<file path="config.mk">
export PLATFORM = sky130hd
export DESIGN_NAME = frag_merge_packer
export DESIGN_NICKNAME = d
export VERILOG_FILES = /design/src/rtl/fmrg_pkg.sv /design/src/rtl/fmrg_link_buf.sv /design/src/rtl/frag_merge_packer.sv
export SDC_FILE = /design/constraint.sdc
export NUM_CORES = 2
export LEC_CHECK = 0
export ABC_CLOCK_PERIOD_IN_PS = 12730
export CAP_MARGIN = 20
export CORE_AREA = 4 4 803 406
export CTS_CLUSTER_DIAMETER = 60
export DETAILED_ROUTE_END_ITERATION = 12
export DIE_AREA = 0 0 807 410
export PLACE_DENSITY = 0.58
export REMOVE_ABC_BUFFERS = 1
export SYNTH_ARGS = -nofsm -noshare
export SYNTH_HDL_FRONTEND = slang
export SYNTH_SLANG_ARGS = --single-unit
</file>
<file path="constraint.sdc">
create_clock -name clk -period 12.73 [get_ports clk]
set_input_delay 3.819 -clock clk [delete_from_list [all_inputs] [get_ports clk]]
set_output_delay 3.819 -clock clk [all_outputs]
set_load 0.005 [all_outputs]
</file>
<file path="src/rtl/fmrg_pkg.sv">
package fmrg_pkg;
    localparam int WORD_W = 64;

    typedef enum logic [1:0] {
        ST_IDLE  = 2'd0,
        ST_BODY0 = 2'd1,
        ST_BODY1 = 2'd2
    } mrg_state_e;
endpackage

</file>
<file path="src/rtl/fmrg_link_buf.sv">
module fmrg_link_buf #(
    parameter int DEPTH = 16,
    parameter int EV_W  = 16,
    parameter int LEN_W = 16
) (
    input  logic                       clk,
    input  logic                       rst_n,
    input  logic                       wr_en,
    input  logic                       wr_last,
    input  logic [fmrg_pkg::WORD_W-1:0] wr_data,
    input  logic [EV_W-1:0]            wr_evid,
    input  logic                       rd_en,
    output logic [fmrg_pkg::WORD_W-1:0] rd_data,
    output logic                       rd_last,
    output logic                       desc_valid,
    output logic [EV_W-1:0]            desc_evid,
    output logic [LEN_W-1:0]           desc_len,
    input  logic                       desc_pop
);
    localparam int AW = $clog2(DEPTH);
    localparam int DW = fmrg_pkg::WORD_W;

    typedef struct packed {
        logic [AW:0]      wp;
        logic [AW:0]      rp;
        logic [AW:0]      dwp;
        logic [AW:0]      drp;
        logic             first;
        logic [EV_W-1:0]  cur_evid;
        logic [LEN_W-1:0] cur_len;
    } buf_t;

    buf_t s_q, s_d;
    logic [DW:0]           dmem [DEPTH];
    logic [EV_W+LEN_W-1:0] fmem [DEPTH];
    logic [EV_W-1:0]       evid_now;
    logic [LEN_W-1:0]      len_now;
    logic                  full;

    always_comb begin
        s_d      = s_q;
        evid_now = s_q.first ? wr_evid : s_q.cur_evid;
        len_now  = s_q.first ? LEN_W'(1) : s_q.cur_len + LEN_W'(1);
        if (wr_en) begin
            s_d.wp = s_q.wp + 1'b1;
            if (wr_last) begin
                s_d.first   = 1'b1;
                s_d.cur_len = '0;
                s_d.dwp     = s_q.dwp + 1'b1;
            end else begin
                s_d.first    = 1'b0;
                s_d.cur_len  = len_now;
                s_d.cur_evid = evid_now;
            end
        end
        if (rd_en)    s_d.rp  = s_q.rp + 1'b1;
        if (desc_pop) s_d.drp = s_q.drp + 1'b1;
    end

    always_ff @(posedge clk) begin
        if (!rst_n) begin
            s_q       <= '0;
            s_q.first <= 1'b1;
        end else begin
            s_q <= s_d;
        end
    end

    always_ff @(posedge clk) begin
        if (wr_en) dmem[s_q.wp[AW-1:0]] <= {wr_last, wr_data};
        if (wr_en && wr_last) fmem[s_q.dwp[AW-1:0]] <= {evid_now, len_now};
    end

    assign full       = (s_q.wp[AW] != s_q.rp[AW]) && (s_q.wp[AW-1:0] == s_q.rp[AW-1:0]);
    assign rd_data    = dmem[s_q.rp[AW-1:0]][DW-1:0];
    assign rd_last    = dmem[s_q.rp[AW-1:0]][DW];
    assign desc_valid = (s_q.dwp != s_q.drp);
    assign desc_evid  = fmem[s_q.drp[AW-1:0]][EV_W+LEN_W-1:LEN_W];
    assign desc_len   = fmem[s_q.drp[AW-1:0]][LEN_W-1:0];


    no_overflow_chk: assert property (@(posedge clk) disable iff (!rst_n)
        wr_en |-> !full);

    no_underflow_chk: assert property (@(posedge clk) disable iff (!rst_n)
        rd_en |-> (s_q.wp != s_q.rp));

    desc_pop_valid_chk: assert property (@(posedge clk) disable iff (!rst_n)
        desc_pop |-> desc_valid);
endmodule

</file>
<file path="src/rtl/frag_merge_packer.sv">
module frag_merge_packer #(
    parameter int DEPTH = 16,
    parameter int EV_W  = 16,
    parameter int SEQ_W = 8,
    parameter int SZ_W  = 16,
    parameter int SRC_W = 8
) (
    input  logic              clk,
    input  logic              rst_n,
    input  logic [1:0]        cfg_link_en,
    input  logic [SRC_W-1:0]  src_id,
    input  logic              in_valid0,
    input  logic              in_last0,
    input  logic [63:0]       in_data0,
    input  logic [EV_W-1:0]   in_evid0,
    input  logic              in_valid1,
    input  logic              in_last1,
    input  logic [63:0]       in_data1,
    input  logic [EV_W-1:0]   in_evid1,
    output logic              out_valid,
    output logic              out_sop,
    output logic              out_eop,
    output logic [63:0]       out_data,
    output logic              evid_err
);
    import fmrg_pkg::*;
    localparam int NLINK = 2;
    localparam int RSV_W = WORD_W - SZ_W - SRC_W - EV_W - SEQ_W;

    logic [NLINK-1:0]              lk_valid, lk_last, rd_en, rd_last, desc_valid, desc_pop;
    logic [NLINK-1:0][WORD_W-1:0]  lk_data, rd_data;
    logic [NLINK-1:0][EV_W-1:0]    lk_evid, desc_evid;
    logic [NLINK-1:0][SZ_W-1:0]    desc_len;

    assign lk_valid = {in_valid1, in_valid0};
    assign lk_last  = {in_last1, in_last0};
    assign lk_data  = {in_data1, in_data0};
    assign lk_evid  = {in_evid1, in_evid0};

    for (genvar i = 0; i < NLINK; i++) begin : g_link
        fmrg_link_buf #(.DEPTH(DEPTH), .EV_W(EV_W), .LEN_W(SZ_W)) u_buf (
            .clk        (clk),
            .rst_n      (rst_n),
            .wr_en      (lk_valid[i] & cfg_link_en[i]),
            .wr_last    (lk_last[i]),
            .wr_data    (lk_data[i]),
            .wr_evid    (lk_evid[i]),
            .rd_en      (rd_en[i]),
            .rd_data    (rd_data[i]),
            .rd_last    (rd_last[i]),
            .desc_valid (desc_valid[i]),
            .desc_evid  (desc_evid[i]),
            .desc_len   (desc_len[i]),
            .desc_pop   (desc_pop[i])
        );
    end

    typedef struct packed {
        mrg_state_e        st;
        logic [NLINK-1:0]  en;
        logic [SEQ_W-1:0]  seq;
        logic              err;
        logic              ov;
        logic              osop;
        logic              oeop;
        logic [WORD_W-1:0] od;
    } mrg_t;

    mrg_t m_q, m_d;
    logic             start;
    logic [SZ_W-1:0]  pkt_size;
    logic [EV_W-1:0]  pkt_evid;

    always_comb begin
        m_d      = m_q;
        rd_en    = '0;
        desc_pop = '0;
        start    = (|cfg_link_en) && (!cfg_link_en[0] || desc_valid[0])
                                  && (!cfg_link_en[1] || desc_valid[1]);
        pkt_size = SZ_W'(1) + (cfg_link_en[0] ? desc_len[0] : '0)
                            + (cfg_link_en[1] ? desc_len[1] : '0);
        pkt_evid = cfg_link_en[0] ? desc_evid[0] : desc_evid[1];
        m_d.ov   = 1'b0;
        m_d.osop = 1'b0;
        m_d.oeop = 1'b0;
        unique case (m_q.st)
            ST_IDLE: begin
                if (start) begin
                    desc_pop = cfg_link_en;
                    m_d.en   = cfg_link_en;
                    if ((&cfg_link_en) && (desc_evid[0] != desc_evid[1])) m_d.err = 1'b1;
                    m_d.od   = {pkt_size, src_id, pkt_evid, m_q.seq, {RSV_W{1'b0}}};
                    m_d.ov   = 1'b1;
                    m_d.osop = 1'b1;
                    m_d.seq  = m_q.seq + 1'b1;
                    m_d.st   = cfg_link_en[0] ? ST_BODY0 : ST_BODY1;
                end
            end
            ST_BODY0: begin
                rd_en[0] = 1'b1;
                m_d.od   = rd_data[0];
                m_d.ov   = 1'b1;
                if (rd_last[0]) begin
                    m_d.st   = m_q.en[1] ? ST_BODY1 : ST_IDLE;
                    m_d.oeop = !m_q.en[1];
                end
            end
            ST_BODY1: begin
                rd_en[1] = 1'b1;
                m_d.od   = rd_data[1];
                m_d.ov   = 1'b1;
                if (rd_last[1]) begin
                    m_d.st   = ST_IDLE;
                    m_d.oeop = 1'b1;
                end
            end
            default: m_d.st = ST_IDLE;
        endcase
    end

    always_ff @(posedge clk) begin
        if (!rst_n) m_q <= '0;
        else        m_q <= m_d;
    end

    assign out_valid = m_q.ov;
    assign out_sop   = m_q.osop;
    assign out_eop   = m_q.oeop;
    assign out_data  = m_q.od;
    assign evid_err  = m_q.err;


    err_sticky_chk: assert property (@(posedge clk) disable iff (!rst_n)
        evid_err |=> evid_err);

    hdr_then_body_chk: assert property (@(posedge clk) disable iff (!rst_n)
        (out_valid && out_sop) |=> (out_valid && !out_sop));

    eop_not_hdr_chk: assert property (@(posedge clk) disable iff (!rst_n)
        (out_valid && out_eop) |-> !out_sop);

    body_contiguous_chk: assert property (@(posedge clk) disable iff (!rst_n)
        (out_valid && !out_eop) |=> out_valid);
endmodule

</file>
==> results by group <==
Outcome
  – Outcome: finished clean

STA
  – Worst slew pin tran: 1.27 ns
  – Finish-stage setup viols: 0
  – Final Hold Violating Endpoints: 0
  – Slew Limit Fails: 0
  – Fmax achieved: 0.141 GHz
  – Setup tns final: 0 ns
  – RSZ-0062 raised after global routing: false
  – Period utilisation layout: 55.9%
  – Slew margin rel.: 15.5%
  – Clock skew: 0.0702 ns
  – Post-layout min period: 7.11 ns

Yosys
  – Mean post-synth cell area: 22.1 um^2
  – Synth Instances: 5,757
  – Synth cell types: 59
  – Sequential share of the synthesized area: 76.4%
  – Largest area contributor in the netlist: edfxtp_1
  – Post-synth top cells: edfxtp_1 (3,104), mux4_2 (938), clkbuf_1 (200)
  – Post-synthesis cell area: 127,000 um^2
  – Synth top area share: 73.3%
  – Async set or reset register ratio after synthesis: 0%
  – Register bit total from synthesis: 3,301
  – Count leader, synth: edfxtp_1
  – Main area contributors after synthesis: edfxtp_1 (73%), mux4_2 (17%), dfxtp_1 (3.1%)
  – Predominant post-synthesis flop cell: edfxtp_1
  – Synth warn: 0
  – EDFF count, synth: 3,104

Worst setup path
  – Worst Path Max Fanout: 45
  – Arrival time worst endpoint: 7.59 ns
  – Worst Setup End Kind: flip-flop
  – Data required, critical path: 13.21 ns
  – Worst Path Class, Setup: input port to flip-flop
  – Setup crit start kind: input port

Die
  – Top Ports: 244
  – Die width: 807 um
  – Core box area: 319,000 um^2
  – Die Y: 410 um
  – Die area: 331,000 um^2
  – Placement row count: 147
  – Starting density of the core: 39.8%

Clock network
  – Clock Root Buffer: clkbuf_16
  – Post-cts hold buffer count: 0
  – Sink Count: 3,301
  – CTS tree: yes
  – H-tree depth: 5
  – CTS Buf Count: 307
  – Post-CTS setup buffers: 0
  – Clock Tree Buf Depth: 4
  – Worst skew pair latency: 0.91 ns
  – Clock-pin slew on the worst setup and hold paths: 0.07 ns
  – Post_cts resized: 0

Pwr
  – Leak: 42.7 nW
  – Pwr Density: 163 nW/um^2
  – Peak supply drop: 105 uV

Global route
  – First-pass GRT wire length: 473 mm
  – GR Util met2: 26.3%
  – Maximum number of pins on one net before global-route repair: 107
  – Initial antenna violation count: 69
  – M1 GR Usage: 32.7%
  – M3 GR Usage: 5.98%
  – Total GRT Usage: 20.1%
  – Global route overflow: 0
  – Vias in the first global route: 59,800
  – Most Crowded Layer GR: met1

Cells and area
  – Layout area overhead: 13.7%
  – Fin area: 145,000 um^2
  – Fill cell count: 26,400
  – Multi-input logic area: 28,500 um^2
  – Final Core Density: 45.3%
  – Layout cell share with drive strength beyond 1: 26.1%
  – FF/Latch Area: 97,200 um^2
  – Post-layout nets: 6,303

Job
  – Max Cap Viol: 0

Drt
  – DRT antenna net count: 0
  – Per-cell routed wire length: 31.8 um
  – DRC errors left: 0
  – First-pass DRT Iterations: 5
  – DR vias: 61,100
  – Total wire length: 336 mm
  – Via density: 5.77
  – Starting DRT DRC Count: 8,686

Place
  – DP Area: 135,000 um^2
  – Port bufs: 243
  – Routability cong.: 0.810
  – DP HPWL: 207 mm

Min path
  – HP Class: flip-flop to flip-flop
-- power by group --
part           internal [W]  switching (W)  total [W]
Combinational       0.00108        0.00146    0.00254
Clock               0.00500        0.00400    0.00900
Sequential           0.0120       0.000138     0.0121
-- metal layers --
layer  up-vias  share of wire [%]
li1      24800                  -
met1     33100                 46
met2      2721                 41
met3       465                 11
met4        20                2.1
met5         -              0.034
-- worst max-delay path: stages --
cell	delay, ns
clkdlybuf4s50_1	0.45
buf_4	0.38
and2_1	0.52
nand2_1	0.37
nor3_2	0.82
buf_4	0.38
buf_4	0.73
-- path summary, 6_finish.rpt --
| kind | from | cells past startpoint | to | slack [ns] |
|---|---|---|---|---|
| worst max-delay path | cfg_link_en[0] | 7 | g_link[0].u_buf.dmem[1][25]$_DFFE_PP_ | 5.62 |
| worst min-delay path | out_data[45]$_SDFFE_PN0P_ | 2 | out_data[45]$_SDFFE_PN0P_ | 0.46 |
| worst max register to register | flip-flop | 13 | out_data[61]$_SDFFE_PN0P_ | 6.53 |
| worst min register to register | out_data[45]$_SDFFE_PN0P_ | 2 | out_data[45]$_SDFFE_PN0P_ | 0.46 |
-- per-stage QoR --
| step | instances | hold slack [ns] | total power (W) | worst slack, ns |
|---|---|---|---|---|
| 4_1_cts | 10500 | 0.459 | 0.0239 | 5.66 |
| 2_1_floorplan | 5367 | 0.440 | 0.0142 | 0.0937 |
| 3_5_place_dp | 10000 | 0.450 | 0.0149 | 4.70 |
| 3_3_place_gp | 9996 | 0.441 | 0.0149 | 4.66 |
| 6_report | 10600 | 0.460 | 0.0236 | 5.62 |
| 5_1_grt | 10600 | 0.480 | 0.0245 | 5.44 |
-- cells in the final DEF, fill, tap and decap left out, drive strengths merged, types with 17 or more instances in the layout --
cell type	netlist	final
o21ai	55	55
ha	42	42
a221oi	20	20
nor3	23	23
a221o	27	27
dfxtp	197	197
a21oi	99	99
clkbuf	201	402
nand3	20	20
nand4	21	21
xnor2	51	51
and2	41	41
mux2	32	32
o211ai	23	23
bufinv	0	18
xor2	45	45
diode	0	26
clkinv	1	110
mux4	938	938
buf	189	163
edfxtp	3104	3104
nor2	178	178
a22oi	109	109
inv	24	35
nand2	189	189
a22o	17	17
clkdlybuf4s50	0	242
-- cell families (layout without fill, tap and decap cells) --
kind of cell | after synthesis | in the layout | synth area share [%]
XOR/XNOR | 96 | 96 | 0.661
multiplexers | 975 | 975 | 16.9
AND/OR/NAND/NOR | 528 | 528 | 1.84
other | 0 | 26 | 0
buffers and inverters | 415 | 976 | 1.55
AO/OA/AOI/OAI | 399 | 399 | 2.19
flip-flops | 3301 | 3301 | 76.4
adder cells (fa/ha/maj) | 43 | 43 | 0.429
-- registers in the layout, summed over array words and instances (netlist names), named ones only --
register / flops
g_link.u_buf.dmem: 2080
g_link.u_buf.fmem: 1024
g_link.u_buf.s_q: 102
out_data: 64
m_q: 11
evid_err: 1
out_eop: 1
out_sop: 1
out_valid: 1
-- layout make-up --
type                       instances  area share (%)
sequential                      3301            67.2
multi-input combinational       2041            19.7
clock buffer                     399            5.76
tap                             4246            3.67
timing repair buffer             408            2.65
clock inverter                   144           0.870
inverter                          25          0.0692
antenna                           26          0.0450
Note: power is estimated with default switching activity, not from simulation.
